--- src/rtl/ilv_secded_pkg.sv ---
package ilv_secded_pkg;
  localparam int unsigned WORD_DW = 64;
  localparam int unsigned CHK_W   = 8;
  localparam int unsigned HAM_W   = CHK_W - 1;
  localparam int unsigned WORD_W  = WORD_DW + CHK_W;
  localparam int unsigned N_WORDS = 4;
  localparam int unsigned LINE_DW = WORD_DW * N_WORDS;
  localparam int unsigned LINE_W  = WORD_W * N_WORDS;

  // Hamming position of data bit j: j-th non-power-of-two from 3 upward
  function automatic logic [HAM_W-1:0] data_pos(int unsigned j);
    int unsigned n;
    logic [HAM_W-1:0] r;
    n = 0;
    r = '0;
    for (int unsigned p = 3; p < (1 << HAM_W); p++) begin
      if ((p & (p - 1)) != 0) begin
        if (n == j) r = p[HAM_W-1:0];
        n++;
      end
    end
    return r;
  endfunction

  // Check-matrix column of codeword bit b
  function automatic logic [CHK_W-1:0] h_col(int unsigned b);
    logic [HAM_W-1:0] one;
    one = 1;
    if (b < WORD_DW)          return {1'b1, data_pos(b)};
    else if (b < WORD_W - 1)  return {1'b1, one << (b - WORD_DW)};
    else                      return {1'b1, {HAM_W{1'b0}}};
  endfunction

  function automatic logic [WORD_W-1:0] h_row(int unsigned i);
    logic [WORD_W-1:0] r;
    logic [CHK_W-1:0]  c;
    for (int unsigned b = 0; b < WORD_W; b++) begin
      c    = h_col(b);
      r[b] = c[i];
    end
    return r;
  endfunction

  function automatic logic [WORD_DW-1:0] data_mask(int unsigned i);
    logic [WORD_DW-1:0] r;
    logic [HAM_W-1:0]   p;
    for (int unsigned j = 0; j < WORD_DW; j++) begin
      p    = data_pos(j);
      r[j] = p[i];
    end
    return r;
  endfunction
endpackage

--- src/rtl/secded_word_enc.sv ---
module secded_word_enc
  import ilv_secded_pkg::*;
(
  input  logic [WORD_DW-1:0] data_i,
  output logic [WORD_W-1:0]  code_o
);
  logic [HAM_W-1:0] chk;

  for (genvar c = 0; c < HAM_W; c++) begin : g_chk
    localparam logic [WORD_DW-1:0] MASK = data_mask(c);
    assign chk[c] = ^(data_i & MASK);
  end

  assign code_o = {^{chk, data_i}, chk, data_i};
endmodule

--- src/rtl/secded_word_dec.sv ---
module secded_word_dec
  import ilv_secded_pkg::*;
(
  input  logic [WORD_W-1:0]  code_i,
  output logic [WORD_DW-1:0] data_o,
  output logic               ce_o,
  output logic               ue_o
);
  logic [CHK_W-1:0]  syn;
  logic [WORD_W-1:0] flip;

  for (genvar i = 0; i < CHK_W; i++) begin : g_syn
    localparam logic [WORD_W-1:0] ROW = h_row(i);
    assign syn[i] = ^(code_i & ROW);
  end

  // one comparator per column; at most one can hit
  for (genvar b = 0; b < WORD_W; b++) begin : g_match
    localparam logic [CHK_W-1:0] COL = h_col(b);
    assign flip[b] = (syn == COL);
  end

  assign ce_o   = |flip;
  assign ue_o   = (syn != '0) && !ce_o;
  assign data_o = code_i[WORD_DW-1:0] ^ flip[WORD_DW-1:0];
endmodule

--- src/rtl/ilv_half_line_codec.sv ---
module ilv_half_line_codec
  import ilv_secded_pkg::*;
#(
  parameter int unsigned OUT_REG = 1
) (
  input  logic               clk_i,
  input  logic               rst_ni,
  input  logic [LINE_DW-1:0] enc_data_i,
  output logic [LINE_W-1:0]  enc_code_o,
  input  logic [LINE_W-1:0]  dec_code_i,
  output logic [LINE_DW-1:0] dec_data_o,
  output logic [N_WORDS-1:0] dec_ce_o,
  output logic [N_WORDS-1:0] dec_ue_o
);
  logic [WORD_W-1:0]  enc_cw [N_WORDS];
  logic [WORD_W-1:0]  dec_cw [N_WORDS];
  logic [LINE_W-1:0]  code_c;
  logic [LINE_DW-1:0] data_c;
  logic [N_WORDS-1:0] ce_c, ue_c;

  for (genvar k = 0; k < N_WORDS; k++) begin : g_word
    secded_word_enc u_enc (
      .data_i (enc_data_i[k*WORD_DW +: WORD_DW]),
      .code_o (enc_cw[k])
    );
    // device d owns image bits N_WORDS*d .. N_WORDS*d+N_WORDS-1
    for (genvar d = 0; d < WORD_W; d++) begin : g_ilv
      assign code_c[d*N_WORDS + k] = enc_cw[k][d];
      assign dec_cw[k][d]          = dec_code_i[d*N_WORDS + k];
    end
    secded_word_dec u_dec (
      .code_i (dec_cw[k]),
      .data_o (data_c[k*WORD_DW +: WORD_DW]),
      .ce_o   (ce_c[k]),
      .ue_o   (ue_c[k])
    );
  end

  if (OUT_REG != 0) begin : g_oreg
    always_ff @(posedge clk_i or negedge rst_ni) begin
      if (!rst_ni) begin
        enc_code_o <= '0;
        dec_data_o <= '0;
        dec_ce_o   <= '0;
        dec_ue_o   <= '0;
      end else begin
        enc_code_o <= code_c;
        dec_data_o <= data_c;
        dec_ce_o   <= ce_c;
        dec_ue_o   <= ue_c;
      end
    end
  end else begin : g_comb
    assign enc_code_o = code_c;
    assign dec_data_o = data_c;
    assign dec_ce_o   = ce_c;
    assign dec_ue_o   = ue_c;
  end
endmodule

--- config.mk ---
export PLATFORM = sky130hd
export DESIGN_NAME = ilv_half_line_codec
export DESIGN_NICKNAME = d
export VERILOG_FILES = /design/src/rtl/ilv_secded_pkg.sv /design/src/rtl/secded_word_enc.sv /design/src/rtl/secded_word_dec.sv /design/src/rtl/ilv_half_line_codec.sv
export SDC_FILE = /design/constraint.sdc
export NUM_CORES = 1
export LEC_CHECK = 0
export ABC_AREA = 1
export BUFFER_PORTS_ARGS = -buffer_cell sky130_fd_sc_hd__buf_2
export CAP_MARGIN = 20
export CORE_AREA = 3 3 426 428
export CTS_CLUSTER_SIZE = 14
export DETAILED_ROUTE_END_ITERATION = 8
export DIE_AREA = 0 0 429 431
export HOLD_SLACK_MARGIN = 0.03
export REMOVE_ABC_BUFFERS = 1
export SLEW_MARGIN = 20
export SYNTH_ARGS = -nofsm -noshare
export SYNTH_HDL_FRONTEND = slang
export SYNTH_HIERARCHICAL = 1
export SYNTH_SLANG_ARGS = --single-unit
export TNS_END_PERCENT = 100
--- constraint.sdc ---
create_clock -name clk_i -period 0.8 [get_ports clk_i]
set_input_delay 0.08 -clock clk_i [delete_from_list [all_inputs] [get_ports clk_i]]
set_output_delay 0.08 -clock clk_i [all_outputs]
set_load 0.01 [all_outputs]
---- Word level (Yosys, flattened, before mapping) ----
Index checks and enable logic that the tools add are counted.
storage, ports and cells
  register bits ........................... 552
  output and inout port bits .............. 552
cells by class
  eq/ne operators ......................... 288
  bitwise operators ....................... 4
  reductions and logical operators ........ 80
operator list
  operator            count
  $eq 8x8->1 const B  288
  $reduce_xor 72->1   32
  $reduce_xor 64->1   28
  $reduce_or 72->1    4
  $reduce_xor 71->1   4
  $xor 64x64->64      4
  $reduce_bool 8->1   4
  $logic_and 1x1->1   4
  $logic_not 1->1     4

---- Longest topological paths before layout ----
  word-level depth ........................ 5
  depth in mapped cells ................... 27

---- Modules after synthesis ----
The synthesis kept the hierarchy.
modules (own cells, without submodules)
  module               times used  cells each  area each (um2)  sequential area each (um2)
  secded_word_dec      4           1,015       4,727.0          0.0
  secded_word_enc      4           834         3,831.2          0.0
  ilv_half_line_codec  1           552         13,813.2         13,813.2

---- Worst setup path before layout ----
Ideal clock, no wire load.
  kind .................................... input port to flip-flop
  start ................................... in dec_code_i[192]
  end ..................................... reg dec_ue_o[0]
  data arrival time ....................... 1.929 ns
  data required time ...................... 0.672 ns
  slack ................................... -1.257 ns
  stages on the path ...................... 24
  cell sequence ........................... buf_4 inv_1 nand2_1 nand2_1 nand2_1 nand2_1 nand2_1 nand2_2 nand2_1 nand2_1 nand2_1 nand2_1 nand3_1 nand2_1 inv_1 nor2_1 nand3_2 buf_4 a21oi_1 nor2_1 nand3_1 nor2_2 nand2_2 nor2_2
between the ends
  word-level cells in the longest chain between the ends .. 5
  elaborated cells on any way between the ends .. 82
RTL lines
  item                    RTL line                   text
  start: declaration      ilv_half_line_codec.sv:10  input logic [LINE_W-1:0] dec_code_i,
  $reduce_xor 72->1       secded_word_dec.sv:14      assign syn[i] = ^(code_i & ROW);
  $eq 8x8->1              secded_word_dec.sv:20      assign flip[b] = (syn == COL);
  $reduce_or 72->1 (*)    secded_word_dec.sv:23      assign ce_o = |flip;
  via ce_c[0]             ilv_half_line_codec.sv:19  logic [N_WORDS-1:0] ce_c, ue_c;
  $logic_not 1->1 (*)     secded_word_dec.sv:24      assign ue_o = (syn != '0) && !ce_o;
  $logic_and 1x1->1 (*)   secded_word_dec.sv:24
  via ue_c[0]             ilv_half_line_codec.sv:19
  end signal: assignment  ilv_half_line_codec.sv:50  dec_ue_o <= ue_c;
  end: declaration        ilv_half_line_codec.sv:13  output logic [N_WORDS-1:0] dec_ue_o
The timed path passes the listed nets; every way through them passes the cells marked *.

---- Worst setup path after layout ----
  start ................................... in dec_code_i[88]
  end ..................................... reg dec_ue_o[0]
Same word-level chain as after synthesis.

==> impl_results.md <==
* Run status: finished with violations
* Failing checks: setup timing
* Final net count at 11200
* Worst hold path type: input port to flop
* Vias in the first global route at roughly 57000
* Global route overflow at 0
* Power Dens Cells at 1730 nW/um^2
* Clock buffer depth at 3
* ANT nets after route at 0
* Crit path kind: input port to flop
* Die W at approximately 430 um
* Area grow syn2layout at 72.7%
* Router iterations before antenna repair at 6
* Final min period at about 1.9 ns
* Required time worst endpoint at about 1.4 ns
* CP endpoint kind: flop
* Port-buffer cells at around 1100
* Vias per cell at about 4.5
* Share of the yosys chip area belonging to registers at 0.288
* Largest net degree at the start of global routing at between 40 and 50
* Fmax at 522 MHz
* Yosys reg bits at roughly 550
* Max Cap Viol at 0
* Setup ws final at -1.12 ns
* Fin Hold WS at about 0.10 ns
* CP Data Arrival Time at 2.50 ns
* Fin. Hold Viols at 0
* Initial core utilization at 0.270
* I/O pin cnt at ~1100
* CTS buffer count at 61
* CTS root buf: clkbuf_16
* FP Rows at 155
* Fin. max-slew vios at 0
* Tcrit/Tclk final at 2.39
* Post-Synthesis Cell Area at 48000 sq um
* First-pass GRT wire length at roughly 320000 um
* Slew headroom at 0.642
* Remaining DRCs at 0
* RSZ-0062 raised after global routing: yes
* Fin util at 0.465
* VDD IR max at 1.99 mV
* Post-route setup TNS at -499.91 ns
* Via count at around 59000
* GP Congestion at 0.955
* Fillers at about 17000
* Post-synthesis average cell area at 6.05 sq um
* Drt initial violations at between 2000 and 3000
* Initial antenna violation count at 26
* CTS tree: built
* Core ar. at approximately 180000 sq um
* Die area at about 180000 sq um
* All-layer global routing usage at 0.217
* Reg clk slew, reported paths at ~0.06 ns
* CP Launch Type: input port
* Total Wirelength at approximately 220000 um
* Sink Count at 552
* Leakage at 0.0455 uW
* Fin area at just over 80000 sq um
* Routed wire per std cell at between 15 and 20 um
* Cells after Synth at 7948
* Tightest Pin Transition at 0.533 ns
* Final setup violation count at approximately 1100
* H-tree levels at 2
* Die height at 431 um
* HPWL Detailed at roughly 170000 um
* Layout cell share with drive strength beyond 1 at 0.448
* Netlist cell types at 29
* Placed inst area at ~62000 sq um
* Critical-path maximum fanout at 5
* Yosys warns at 6
[critical path, stage by stage]
cell	delay [ns]
buf_4	0.12
inv_4	0.04
nand2_2	0.08
nand2_4	0.09
xnor2_4	0.26
buf_6	0.16
nand3_2	0.06
nand2_2	0.08
nand2_2	0.07
nand2_4	0.09
nand3_2	0.08
nand2_4	0.17
inv_6	0.07
nor2_4	0.24
buf_12	0.15
nand2_8	0.07
nor2_4	0.12
nor2_2	0.04
nand2_1	0.10
nor2_1	0.06
nand2_1	0.11
nor2_2	0.05
nand2_2	0.07
nor2_2	0.04
[registers in the layout, indices dropped and copies added, names as in the netlist]
| name | count |
|---|---|
| dec_ce_o | 4 |
| dec_data_o | 256 |
| dec_ue_o | 4 |
| enc_code_o | 288 |
[power breakdown]
part	switching, uW	internal, uW
Combinational	48000	34000
Sequential	965	30400
Clock	12600	17300
Total	61600	81600
[path summary, 6_finish.rpt]
path / from / endpoint / slack, ns / cells past startpoint
max in group asynchronous: rst_ni / dec_data_o[195] / -0.10 / 4
min in group asynchronous: rst_ni / enc_code_o[57] / 0.30 / 3
worst max-delay path: dec_code_i[88] / dec_ue_o[0] / -1.12 / 24
worst min-delay path: enc_data_i[120] / enc_code_o[277] / 0.10 / 7
[per-layer routing]
metal,global-route usage,part of all wire
met5,0,0
met4,0.123,0.069
met3,0.0319,0.052
met2,0.402,0.51
met1,0.235,0.37
[cell usage in the layout, fill, tap and decap left out, types with 20 or more instances in the layout]
cell / instances
nand2_1: 3109
buf_4: 1187
nand2_2: 929
buf_2: 878
dfrtp_1: 551
dlygate4sd3_1: 534
inv_1: 500
nand3_1: 450
xor2_1: 324
buf_6: 308
nand2_4: 281
inv_2: 238
nor2_4: 170
nor2_1: 168
xnor2_1: 132
inv_4: 127
nand3_2: 119
nor2_2: 84
clkbuf_16: 64
buf_12: 60
xor2_2: 59
o21ai_1: 54
nand2_8: 41
xnor2_2: 39
buf_8: 37
nand3_4: 36
o21ai_2: 26
diode_2: 25
inv_6: 24
nand3b_1: 24
nand4_1: 20
o21ai_0: 20
[area by class of cell]
class                      count  area, sq um  area share
tap                         2355         2950      0.0355
timing repair buffer        3008        23900       0.288
clock buffer                  83         1790      0.0216
antenna                       25         62.6    0.000754
sequential                   552        13800       0.167
clock inverter                30          320     0.00386
inverter                     912         4010      0.0484
multi-input combinational   6139        36100       0.435
[synth_stat cells, drive strengths merged]
cell type	count	area, sq um
a21oi	16	80.1
buf	332	2570
clkbuf	16	80.1
clkinv	8	30.0
dfrtp	552	13800
inv	904	3410
nand2	4360	17000
nand2b	4	25.0
nand3	604	3210
nand3b	24	180
nand4	20	125
nor2	420	1750
nor4	4	25.0
o21ai	100	500
xnor2	188	1650
xor2	396	3590
[cells by family after synthesis]
logic type             synth area share
buffers and inverters             0.127
AO/OA/AOI/OAI                    0.0121
XOR/XNOR                          0.109
flip-flops                        0.288
AND/OR/NAND/NOR                   0.465
[through the flow]
stage | cells | setup WS [ns] | total power [uW]
2_1_floorplan | 7600 | -1.29 | 62300
3_3_place_gp | 12200 | -2.04 | 87000
3_5_place_dp | 12200 | -2.03 | 87600
4_1_cts | 13000 | -0.865 | 133000
5_1_grt | 13100 | -1.19 | 151000
6_report | 13100 | -1.12 | 143000
[what timing repair did]
action / CTS / global route
hold endpoints to repair: 1065 / 0
pin swaps: 616 / 622
cloned: 2 / 2
buffers inserted: 188 / 102
resized for setup: 1984 / 1332
endpoints found under the setup margin: 834 / 983
hold buffers: 534 / 0
Power figures use the tool's default switching activity.
